## src/rtl/spi_rbank_pkg.sv

```systemverilog
package spi_rbank_pkg;

  typedef enum logic [1:0] {
    PH_CTL = 2'd0,
    PH_ADR = 2'd1,
    PH_DAT = 2'd2
  } phase_t;

  localparam int CB_DIR  = 0;
  localparam int CB_BANK = 1;
  localparam int CB_HOLD = 2;

  // Pointer mask for a bank with n registers (n a power of two, 2..256).
  function automatic logic [7:0] bank_mask(input int unsigned n);
    return 8'(n - 1);
  endfunction

  // Pointer after one data byte.
  function automatic logic [7:0] ptr_next(input logic [7:0] cur,
                                          input logic       hold,
                                          input logic [7:0] mask);
    return hold ? cur : ((cur + 8'd1) & mask);
  endfunction

endpackage

```

## src/rtl/spi_rbank_ctrl.sv

```systemverilog
module spi_rbank_ctrl
  import spi_rbank_pkg::*;
#(
  parameter int NCFG = 4,
  parameter int NSTS = 4
) (
  input  logic       clk,
  input  logic       rst_n,
  input  logic       frame_act,
  input  logic       rx_vld,
  input  logic [7:0] rx_data,
  output logic [7:0] ctl_q,
  output logic [7:0] adr_q,
  output logic       cfg_we,
  output logic [7:0] cfg_wadr,
  output logic       fetch_en,
  output logic       fetch_bank,
  output logic [7:0] fetch_adr,
  output logic       ev_ctl_wr,
  output logic       ev_adr_wr,
  output logic       ev_cfg_wr,
  output logic       ev_cfg_rd,
  output logic       ev_sts_rd
);

  localparam logic [7:0] CFG_MASK = bank_mask(NCFG);
  localparam logic [7:0] STS_MASK = bank_mask(NSTS);

  phase_t     phase_q;
  logic       hit_ctl, hit_adr, hit_dat;
  logic       is_rd, is_sts, is_hold;
  logic [7:0] cur_mask, adr_step;

  assign hit_ctl = frame_act && rx_vld && (phase_q == PH_CTL);
  assign hit_adr = frame_act && rx_vld && (phase_q == PH_ADR);
  assign hit_dat = frame_act && rx_vld && (phase_q == PH_DAT);

  assign is_rd    = ctl_q[CB_DIR];
  assign is_sts   = ctl_q[CB_BANK];
  assign is_hold  = ctl_q[CB_HOLD];
  assign cur_mask = is_sts ? STS_MASK : CFG_MASK;
  assign adr_step = ptr_next(adr_q, is_hold, cur_mask);

  assign cfg_we     = hit_dat && !is_rd && !is_sts;
  assign cfg_wadr   = adr_q;
  assign fetch_en   = hit_adr || hit_dat;
  assign fetch_bank = is_sts;
  assign fetch_adr  = hit_adr ? rx_data : adr_step;

  always_ff @(posedge clk or negedge rst_n) begin
    if (!rst_n) begin
      phase_q <= PH_CTL;
      ctl_q   <= 8'h00;
      adr_q   <= 8'h00;
    end else if (!frame_act) begin
      phase_q <= PH_CTL;
    end else if (hit_ctl) begin
      ctl_q   <= rx_data;
      phase_q <= PH_ADR;
    end else if (hit_adr) begin
      adr_q   <= rx_data;
      phase_q <= PH_DAT;
    end else if (hit_dat) begin
      adr_q   <= adr_step;
    end
  end

  always_ff @(posedge clk or negedge rst_n) begin
    if (!rst_n) begin
      ev_ctl_wr <= 1'b0;
      ev_adr_wr <= 1'b0;
      ev_cfg_wr <= 1'b0;
      ev_cfg_rd <= 1'b0;
      ev_sts_rd <= 1'b0;
    end else begin
      ev_ctl_wr <= hit_ctl;
      ev_adr_wr <= hit_adr;
      ev_cfg_wr <= cfg_we;
      ev_cfg_rd <= hit_dat && is_rd && !is_sts;
      ev_sts_rd <= hit_dat && is_rd && is_sts;
    end
  end

  // control captured from the byte that raised the strobe
  a_r2_ctl_capture: assert property (@(posedge clk) disable iff (!rst_n)
    hit_ctl |=> (ev_ctl_wr && ctl_q == $past(rx_data)));

  // address captured from the byte that raised the strobe
  a_r2_adr_capture: assert property (@(posedge clk) disable iff (!rst_n)
    hit_adr |=> (ev_adr_wr && adr_q == $past(rx_data)));

  // hold mode keeps the pointer across a data byte
  a_r6_hold_ptr: assert property (@(posedge clk) disable iff (!rst_n)
    (hit_dat && is_hold) |=> $stable(adr_q));

  // after an incrementing step the pointer lies inside the bank
  a_r5_ptr_in_bank: assert property (@(posedge clk) disable iff (!rst_n)
    (hit_dat && !is_hold) |=> ((adr_q & ~$past(cur_mask)) == 8'h00));

  // bytes outside a frame change neither header register
  a_r9_idle_ignore: assert property (@(posedge clk) disable iff (!rst_n)
    (!frame_act) |=> ($stable(ctl_q) && $stable(adr_q)));

endmodule

```

## src/rtl/spi_rbank_cfg.sv

```systemverilog
module spi_rbank_cfg #(
  parameter int NCFG = 4
) (
  input  logic              clk,
  input  logic              rst_n,
  input  logic              we,
  input  logic [7:0]        wadr,
  input  logic [7:0]        wdata,
  output logic [NCFG*8-1:0] flat
);

  localparam int AW = $clog2(NCFG);

  logic [AW-1:0] widx;
  assign widx = wadr[AW-1:0];

  for (genvar gi = 0; gi < NCFG; gi++) begin : g_reg
    logic [7:0] val_q;
    always_ff @(posedge clk or negedge rst_n) begin
      if (!rst_n)
        val_q <= 8'h00;
      else if (we && (widx == AW'(gi)))
        val_q <= wdata;
    end
    assign flat[gi*8 +: 8] = val_q;
  end

  // the bank moves only on a write enable
  a_r7_no_write_no_change: assert property (@(posedge clk) disable iff (!rst_n)
    !we |=> $stable(flat));

endmodule

```

## src/rtl/spi_rbank_rd.sv

```systemverilog
module spi_rbank_rd #(
  parameter int NCFG = 4,
  parameter int NSTS = 4
) (
  input  logic              clk,
  input  logic              rst_n,
  input  logic              fetch_en,
  input  logic              fetch_bank,
  input  logic [7:0]        fetch_adr,
  input  logic [NCFG*8-1:0] cfg_flat,
  input  logic [NSTS*8-1:0] sts_flat,
  output logic [7:0]        tx_q
);

  localparam int CAW = $clog2(NCFG);
  localparam int SAW = $clog2(NSTS);

  logic [CAW-1:0] cidx;
  logic [SAW-1:0] sidx;
  logic [7:0]     cfg_byte, sts_byte, pick;

  assign cidx     = fetch_adr[CAW-1:0];
  assign sidx     = fetch_adr[SAW-1:0];
  assign cfg_byte = cfg_flat[int'(cidx)*8 +: 8];
  assign sts_byte = sts_flat[int'(sidx)*8 +: 8];
  assign pick     = fetch_bank ? sts_byte : cfg_byte;

  always_ff @(posedge clk or negedge rst_n) begin
    if (!rst_n)
      tx_q <= 8'h00;
    else if (fetch_en)
      tx_q <= pick;
  end

  // transmit byte changes only on a fetch
  a_r8_tx_stable: assert property (@(posedge clk) disable iff (!rst_n)
    !fetch_en |=> $stable(tx_q));

endmodule

```

## src/rtl/spi_rbank_top.sv

```systemverilog
module spi_rbank_top
  import spi_rbank_pkg::*;
#(
  parameter int NCFG = 4,
  parameter int NSTS = 4
) (
  input  logic              clk,
  input  logic              rst_n,
  input  logic              frame_act,
  input  logic              rx_vld,
  input  logic [7:0]        rx_data,
  output logic [7:0]        tx_data,
  input  logic [NSTS*8-1:0] sts_flat,
  output logic [NCFG*8-1:0] cfg_flat,
  output logic [7:0]        ctl_reg,
  output logic [7:0]        adr_reg,
  output logic [4:0]        usr_flags,
  output logic              ev_ctl_wr,
  output logic              ev_adr_wr,
  output logic              ev_cfg_wr,
  output logic              ev_cfg_rd,
  output logic              ev_sts_rd
);

  logic       cfg_we;
  logic [7:0] cfg_wadr;
  logic       fetch_en, fetch_bank;
  logic [7:0] fetch_adr;

  spi_rbank_ctrl #(.NCFG(NCFG), .NSTS(NSTS)) u_ctrl (
    .clk(clk), .rst_n(rst_n), .frame_act(frame_act),
    .rx_vld(rx_vld), .rx_data(rx_data),
    .ctl_q(ctl_reg), .adr_q(adr_reg),
    .cfg_we(cfg_we), .cfg_wadr(cfg_wadr),
    .fetch_en(fetch_en), .fetch_bank(fetch_bank), .fetch_adr(fetch_adr),
    .ev_ctl_wr(ev_ctl_wr), .ev_adr_wr(ev_adr_wr), .ev_cfg_wr(ev_cfg_wr),
    .ev_cfg_rd(ev_cfg_rd), .ev_sts_rd(ev_sts_rd)
  );

  spi_rbank_cfg #(.NCFG(NCFG)) u_cfg (
    .clk(clk), .rst_n(rst_n), .we(cfg_we), .wadr(cfg_wadr),
    .wdata(rx_data), .flat(cfg_flat)
  );

  spi_rbank_rd #(.NCFG(NCFG), .NSTS(NSTS)) u_rd (
    .clk(clk), .rst_n(rst_n), .fetch_en(fetch_en), .fetch_bank(fetch_bank),
    .fetch_adr(fetch_adr), .cfg_flat(cfg_flat), .sts_flat(sts_flat),
    .tx_q(tx_data)
  );

  assign usr_flags = ctl_reg[7:3];

  // never two strobes together
  a_r11_one_strobe: assert property (@(posedge clk) disable iff (!rst_n)
    $onehot0({ev_ctl_wr, ev_adr_wr, ev_cfg_wr, ev_cfg_rd, ev_sts_rd}));

  // a configuration write only happens with the configuration bank selected
  a_r7_cfg_bank_only: assert property (@(posedge clk) disable iff (!rst_n)
    cfg_we |-> !ctl_reg[CB_BANK]);

endmodule

```

## config.mk

```make
export PLATFORM = sky130hd
export DESIGN_NAME = spi_rbank_top
export DESIGN_NICKNAME = d
export VERILOG_FILES = /design/src/rtl/spi_rbank_pkg.sv /design/src/rtl/spi_rbank_ctrl.sv /design/src/rtl/spi_rbank_cfg.sv /design/src/rtl/spi_rbank_rd.sv /design/src/rtl/spi_rbank_top.sv
export SDC_FILE = /design/constraint.sdc
export NUM_CORES = 1
export LEC_CHECK = 0
export CAP_MARGIN = 0
export CORE_MARGIN = 5
export CORE_UTILIZATION = 65
export CTS_BUF_LIST = sky130_fd_sc_hd__clkbuf_8 sky130_fd_sc_hd__clkbuf_16
export CTS_CLUSTER_DIAMETER = 100
export DETAILED_ROUTE_END_ITERATION = 10
export DONT_BUFFER_PORTS = 1
export PLACE_DENSITY = 0.81
export SYNTH_ARGS = -nofsm -noshare
export SYNTH_HDL_FRONTEND = slang
export SYNTH_SLANG_ARGS = --single-unit
```

## constraint.sdc

```tcl
create_clock -name clk -period 4.7 [get_ports clk]
set_input_delay 0.94 -clock clk [delete_from_list [all_inputs] [get_ports clk]]
set_output_delay 0.94 -clock clk [all_outputs]
set_load 0.005 [all_outputs]
```

Yosys cells after proc, flatten, opt, wreduce, memory -nomap -nowiden
Cells that the tools add are included.
Storage, ports and cells
  bits in registers: 63
  latch bits: 0
  memory bits (writable): 0
  bits in read-only memories: 0
  input bits: 44
  output and inout port bits: 66
  word-level logic and storage cells: 52
  memories: 0
Operators by class
  add/sub/neg operators: 1
  $mul: 0
  divide/modulo/power cells: 0
  magnitude comparators: 0
  equality and inequality tests: 6
  shift-type cells: 2
  mux-type cells: 8
  bitwise operators: 1
  reduce and logical (&&, ||, !) cells: 21
Operators by type and width (count)
  32-bit by 6-bit variable part select with 8-bit output: 2
  8-bit 2-to-1 mux: 4
  1-bit logical AND: 13
  2-bit 2-to-1 mux: 4
  2-bit == test, second input constant: 3
  2-bit by 1-bit == test with 1-bit output, second input constant: 2
  2-bit zero test: 2
  3-bit by 1-bit != test with 1-bit output, second input constant: 1
  3-bit AND reduction: 1
  2-bit by 1-bit adder with 2-bit output, second input constant: 1
  1-bit zero test: 2
  2-bit AND reduction: 1
  2-bit nonzero test: 1
  1-bit logical OR: 1
  1-bit inverter: 1

Logic depth before layout (Yosys ltp)
  word-level depth: 5
  gate-level depth with buffers: 7
  depth with buffers taken out: 6

By module
From an unflattened synthesis, not the netlist that was laid out.
Second synthesis, totals
  cell total of the unflattened synthesis: 283
  area, all modules: 3323.2 um2
By module, submodules not included
  spi_rbank_cfg: times used 1, cells an instance 68, area each 1212.4 um2, sequential area each 800.8 um2
  spi_rbank_ctrl: times used 1, cells an instance 118, area each 1187.4 um2, sequential area each 575.6 um2
  spi_rbank_rd: times used 1, cells an instance 92, area each 885.8 um2, sequential area each 200.2 um2
  spi_rbank_top: times used 1, cells an instance 5, area each 37.5 um2, sequential area each 0.0 um2

Least setup slack after synthesis
OpenSTA, ideal clock, no wires.
  kind: input to register
  from: input port frame_act
  to: register u_rd.tx_q[0]
  library setup time: 0.141 ns
  arrival: 1.820 ns
  data required time: 4.559 ns
  setup slack: 2.739 ns
  stages on the path: 5
  buffers on the path: 1
  path through: nand4b_4 > mux2_2 > buf_2 > o22ai_1 > a31oi_1
Between the ends
  cells in the longest elaborated chain, start to end: 5
  elaborated cells between the ends (all ways): 8
  those cells by class: shift (2); mux (2); reduce/logical (4)
Ends and longest elaborated chain
  from (decl): RTL line spi_rbank_top.sv:9  | input logic frame_act,
  1-bit logical AND (*): RTL line spi_rbank_ctrl.sv:35, spi_rbank_ctrl.sv:36
  1-bit logical AND: RTL line spi_rbank_ctrl.sv:35  | assign hit_adr = frame_act && rx_vld && (phase_q == PH_ADR);
  2-bit 2-to-1 mux: RTL line spi_rbank_ctrl.sv:48  | assign fetch_adr = hit_adr ? rx_data : adr_step;
  32-bit by 6-bit variable part select with 8-bit output (on tied branches): RTL line spi_rbank_rd.sv:24, spi_rbank_rd.sv:25
  8-bit 2-to-1 mux: RTL line spi_rbank_rd.sv:26  | assign pick = fetch_bank ? sts_byte : cfg_byte;
  to (signal assigned): RTL line spi_rbank_rd.sv:32  | tx_q <= pick;
  to (decl): RTL line spi_rbank_rd.sv:12  | output logic [7:0] tx_q
Mark *: on every way between the ends. The rest lies on a longest branch, timed or not.
A chain may end at the register's enable or synchronous reset.

Worst setup path after layout
  from: register u_ctrl.adr_q[0]
  to: register u_rd.tx_q[7]
Between the ends
  cells in the longest elaborated chain, start to end: 5
  elaborated cells between the ends (all ways): 6
  those cells by class: add/sub (1); shift (2); mux (3)
Ends and longest elaborated chain
  from (decl): RTL line spi_rbank_ctrl.sv:13  | output logic [7:0] adr_q,
  from (signal assigned): RTL line spi_rbank_ctrl.sv:61  | adr_q <= rx_data;
  from (signal assigned): RTL line spi_rbank_ctrl.sv:64  | adr_q <= adr_step;
  2-bit by 1-bit adder with 2-bit output: RTL line spi_rbank_pkg.sv:22  | return hold ? cur : ((cur + 8'd1) & mask);
  8-bit 2-to-1 mux (*): RTL line spi_rbank_pkg.sv:22
  2-bit 2-to-1 mux (*): RTL line spi_rbank_ctrl.sv:48
  32-bit by 6-bit variable part select with 8-bit output (on tied branches): RTL line spi_rbank_rd.sv:24, spi_rbank_rd.sv:25
  8-bit 2-to-1 mux (*): RTL line spi_rbank_rd.sv:26
Marks and branches as above.

==> run_results.csv <==
group,metric,value,unit
run_status,status,"finished, final reports clean",
synth,ys_seq_area_frac,0.483,
power,ir_worst_vdd,293,µV
drt,drt_wl_total,7620,µm
placed_design,place_inst,312,
critical_path,r2r_setup_slack,2.35,ns
drt,drt_iter0_markers,116,
timing,rsz0062_at_grt,"no",
layout,nets,304,
synth,syn_nets,313,
clocking,clock_path_buffers,2,
layout,drive_gt1_frac,0.303,
synth,yosys_warnings,0,
drt,wl_per_cell,23.2,µm
power,p_leak,1.59,nW
drt,drt_pass1_iterations,4,
grt,grt_pass1_wl,12100,µm
timing,min_period_over_period,0.501,
grt,antenna_found_initial,0,
synth,async_flop_share,1.00,
synth,ys.flop_type,"dfrtp_1",
critical_path,critPathArrivalTime,2.60,ns
clocking,cts_inserted_buffers,9,
timing,max_freq,0.425,GHz
drt,vias,2194,
timing,setup_viol,0,
critical_path,critPathLaunchType,"flop",
clocking,worstSkewPairLatency,0.33,ns
critical_path,crit_path_max_fanout,11,
clocking,cts_tree,"built",
clocking,htreeDepth,3,
floorplan,core,0.00479,mm²
synth,syn_area_per_cell,12.3,µm²
clocking,ctsHoldBuffers,0,
timing,worst_pin_slew,0.965,ns
floorplan,fp.dieH,80.9,µm
drt,drc,0,
floorplan,floorplan.initialDensity,0.682,
clocking,postCtsSetupBuffers,0,
layout,n_antenna_cell,0,
grt,overflow,0,
timing,maxSlewHeadroom,0.338,
layout,nFillCells,339,
clocking,cts_root_buffer,"clkbuf_8",
power,powerDensity,538,mW/mm²
layout,area_growth,5.59,%
clocking,cts_resized,0,
critical_path,r2r_start,"u_ctrl.adr_q[0]",
grt,grt_max_degree,64,
timing,fin_skew,0.00567,ns
timing,fin_worst_hold_slack,0.296,ns
clocking,clkTransAtPathRegs,0.07,ns
clocking,cts_num_sinks,63,
critical_path,r2r_end,"u_rd.tx_q[7]",
timing,fin_crit,2.35,ns
synth,netlist_instances,265,
timing,hold_violations,0,
floorplan,io_pins,110,
floorplan,dieArea,0.00654,mm²
critical_path,cp-end-kind,"flop",
critical_path,required,4.95,ns
layout,final_cells,328,
synth,synth-edff-count,0,
floorplan,num_rows,25,
synth,synth_cell_types,31,
power,fin_total_pwr,0.00185,W
critical_path,path_class,"flop to flop",
grt,grt_pass1_vias,2237,
grt,track_usage,0.250,
placed_design,finalWeightedCongestion,0.783,
timing,maxSlewViolCount,0,
synth,ys_seq_elements,63,
synth,synth_area,0.00327,mm²
job,max_cap_viol_count,0,
placed_design,hpwl,5240,µm
timing,fin_tns_setup,0,ns
placed_design,place_area,0.00324,mm²
floorplan,die_w,80.9,µm
critical_path,reg2reg_depth,6,
layout,finalInstanceArea,0.00345,mm²
hold_path,hp-class,"input port to asynchronous set/reset pin",
drt,viasPerCell,6.69,
placed_design,io_buffer_count,0,
drt,ant_nets,0,
[power breakdown]
part	total, W	switching [W]	internal (W)
logic	0.000538	0.000264	0.000274
registers	0.000826	0.000167	0.000659
clock network	0.000491	0.000200	0.000291
[cells in the mapped netlist, drive strengths merged (3+ instances only)]
library cell | number | area, µm²
mux2 | 58 | 653
nand2 | 9 | 43.8
o211ai | 4 | 30.0
inv | 4 | 15.0
clkbuf | 7 | 26.3
dfrtp | 63 | 1580
nor2 | 12 | 45.0
a31oi | 8 | 50.1
mux2i | 17 | 170
a22o | 8 | 70.1
buf | 13 | 81.3
o22ai | 14 | 87.6
xnor2 | 3 | 33.8
ha | 4 | 50.1
a211oi | 28 | 210
[metal layers]
| layer | track usage | share of wire |
|---|---|---|
| met1 | 0.323 | 0.42 |
| met5 | 0 | 0 |
| met3 | 0.0898 | 0.090 |
| met2 | 0.389 | 0.48 |
| met4 | 0.0912 | 0.012 |
[metrics by stage]
step	setup slack, ns	utilization
final	2.35	0.721
after global routing	2.12	0.721
after CTS	2.34	0.721
after detailed placement	2.37	0.678
after global placement	2.41	0.678
after floorplan	2.74	-
[how the worst max path moves through the flow]
stage	startpoint	to	slack, ns
6_report	u_ctrl.adr_q[0]	u_rd.tx_q[7]	2.35
5_1_grt	u_ctrl.adr_q[0]	u_rd.tx_q[1]	2.12
4_1_cts	u_ctrl.adr_q[0]	u_rd.tx_q[7]	2.34
3_5_place_dp	rx_vld	u_rd.tx_q[7]	2.37
3_3_place_gp	rx_vld	u_rd.tx_q[7]	2.41
2_1_floorplan	frame_act	u_rd.tx_q[0]	2.74
[sequential cells by signal (all words and copies together) (netlist names), 2 cells and up]
| register | cells |
|---|---|
| u_cfg.g.val_q | 32 |
| u_ctrl.adr_q | 8 |
| u_ctrl.ctl_q | 8 |
| u_rd.tx_q | 8 |
| u_ctrl.phase_q | 2 |
[worst max-delay path: stages, from the launching register on]
cell and delay, ns:
dfrtp_1 0.53, inv_1 0.11, ha_1 0.32, mux2i_1 0.73
o211ai_1 0.18, a22o_1 0.26, a31oi_1 0.15
[cells by family after synthesis]
family / count (synthesis) / share of synthesized area
AOI/OAI and AO/OA: 66 / 0.143
DFF: 63 / 0.483
muxes: 75 / 0.252
adders and majority gates: 4 / 0.0153
xor gates and xnor gates: 3 / 0.0103
buffers and inverters: 25 / 0.0387
and+or+nand+nor: 29 / 0.0575
[cell type report]
class / count / area, µm² / area share
clock buffers: 9 / 124 / 0.0359
clock inverters: 7 / 81.3 / 0.0236
inverters: 5 / 18.8 / 0.00544
multi-input cells: 177 / 1560 / 0.453
flip-flops and latches: 63 / 1580 / 0.458
well taps: 67 / 83.8 / 0.0243
[cells in the final DEF (no fill, tap or decap)]
cell,netlist,routed
nor3_4,1,1
nand4b_4,2,2
clkinv_2,0,2
clkinv_1,1,1
dfrtp_1,63,62
mux2_1,3,3
nor2b_1,1,1
inv_1,3,6
ha_1,4,4
bufinv_16,0,2
nand2b_1,1,1
a31oi_1,8,8
dfrtp_2,0,1
nand2_1,5,5
a22o_1,8,8
xnor2_1,2,2
nor3_2,1,1
nor2_1,12,12
o22ai_1,14,14
inv_2,1,1
mux2i_1,17,17
clkbuf_8,0,9
o211ai_1,4,4
xnor2_2,1,1
and2_1,1,1
mux2_2,55,55
and3_1,1,1
o21ai_0,2,2
a211oi_1,28,28
nand2_2,4,4
a21oi_1,2,2
Power figures use the tool's default switching activity.
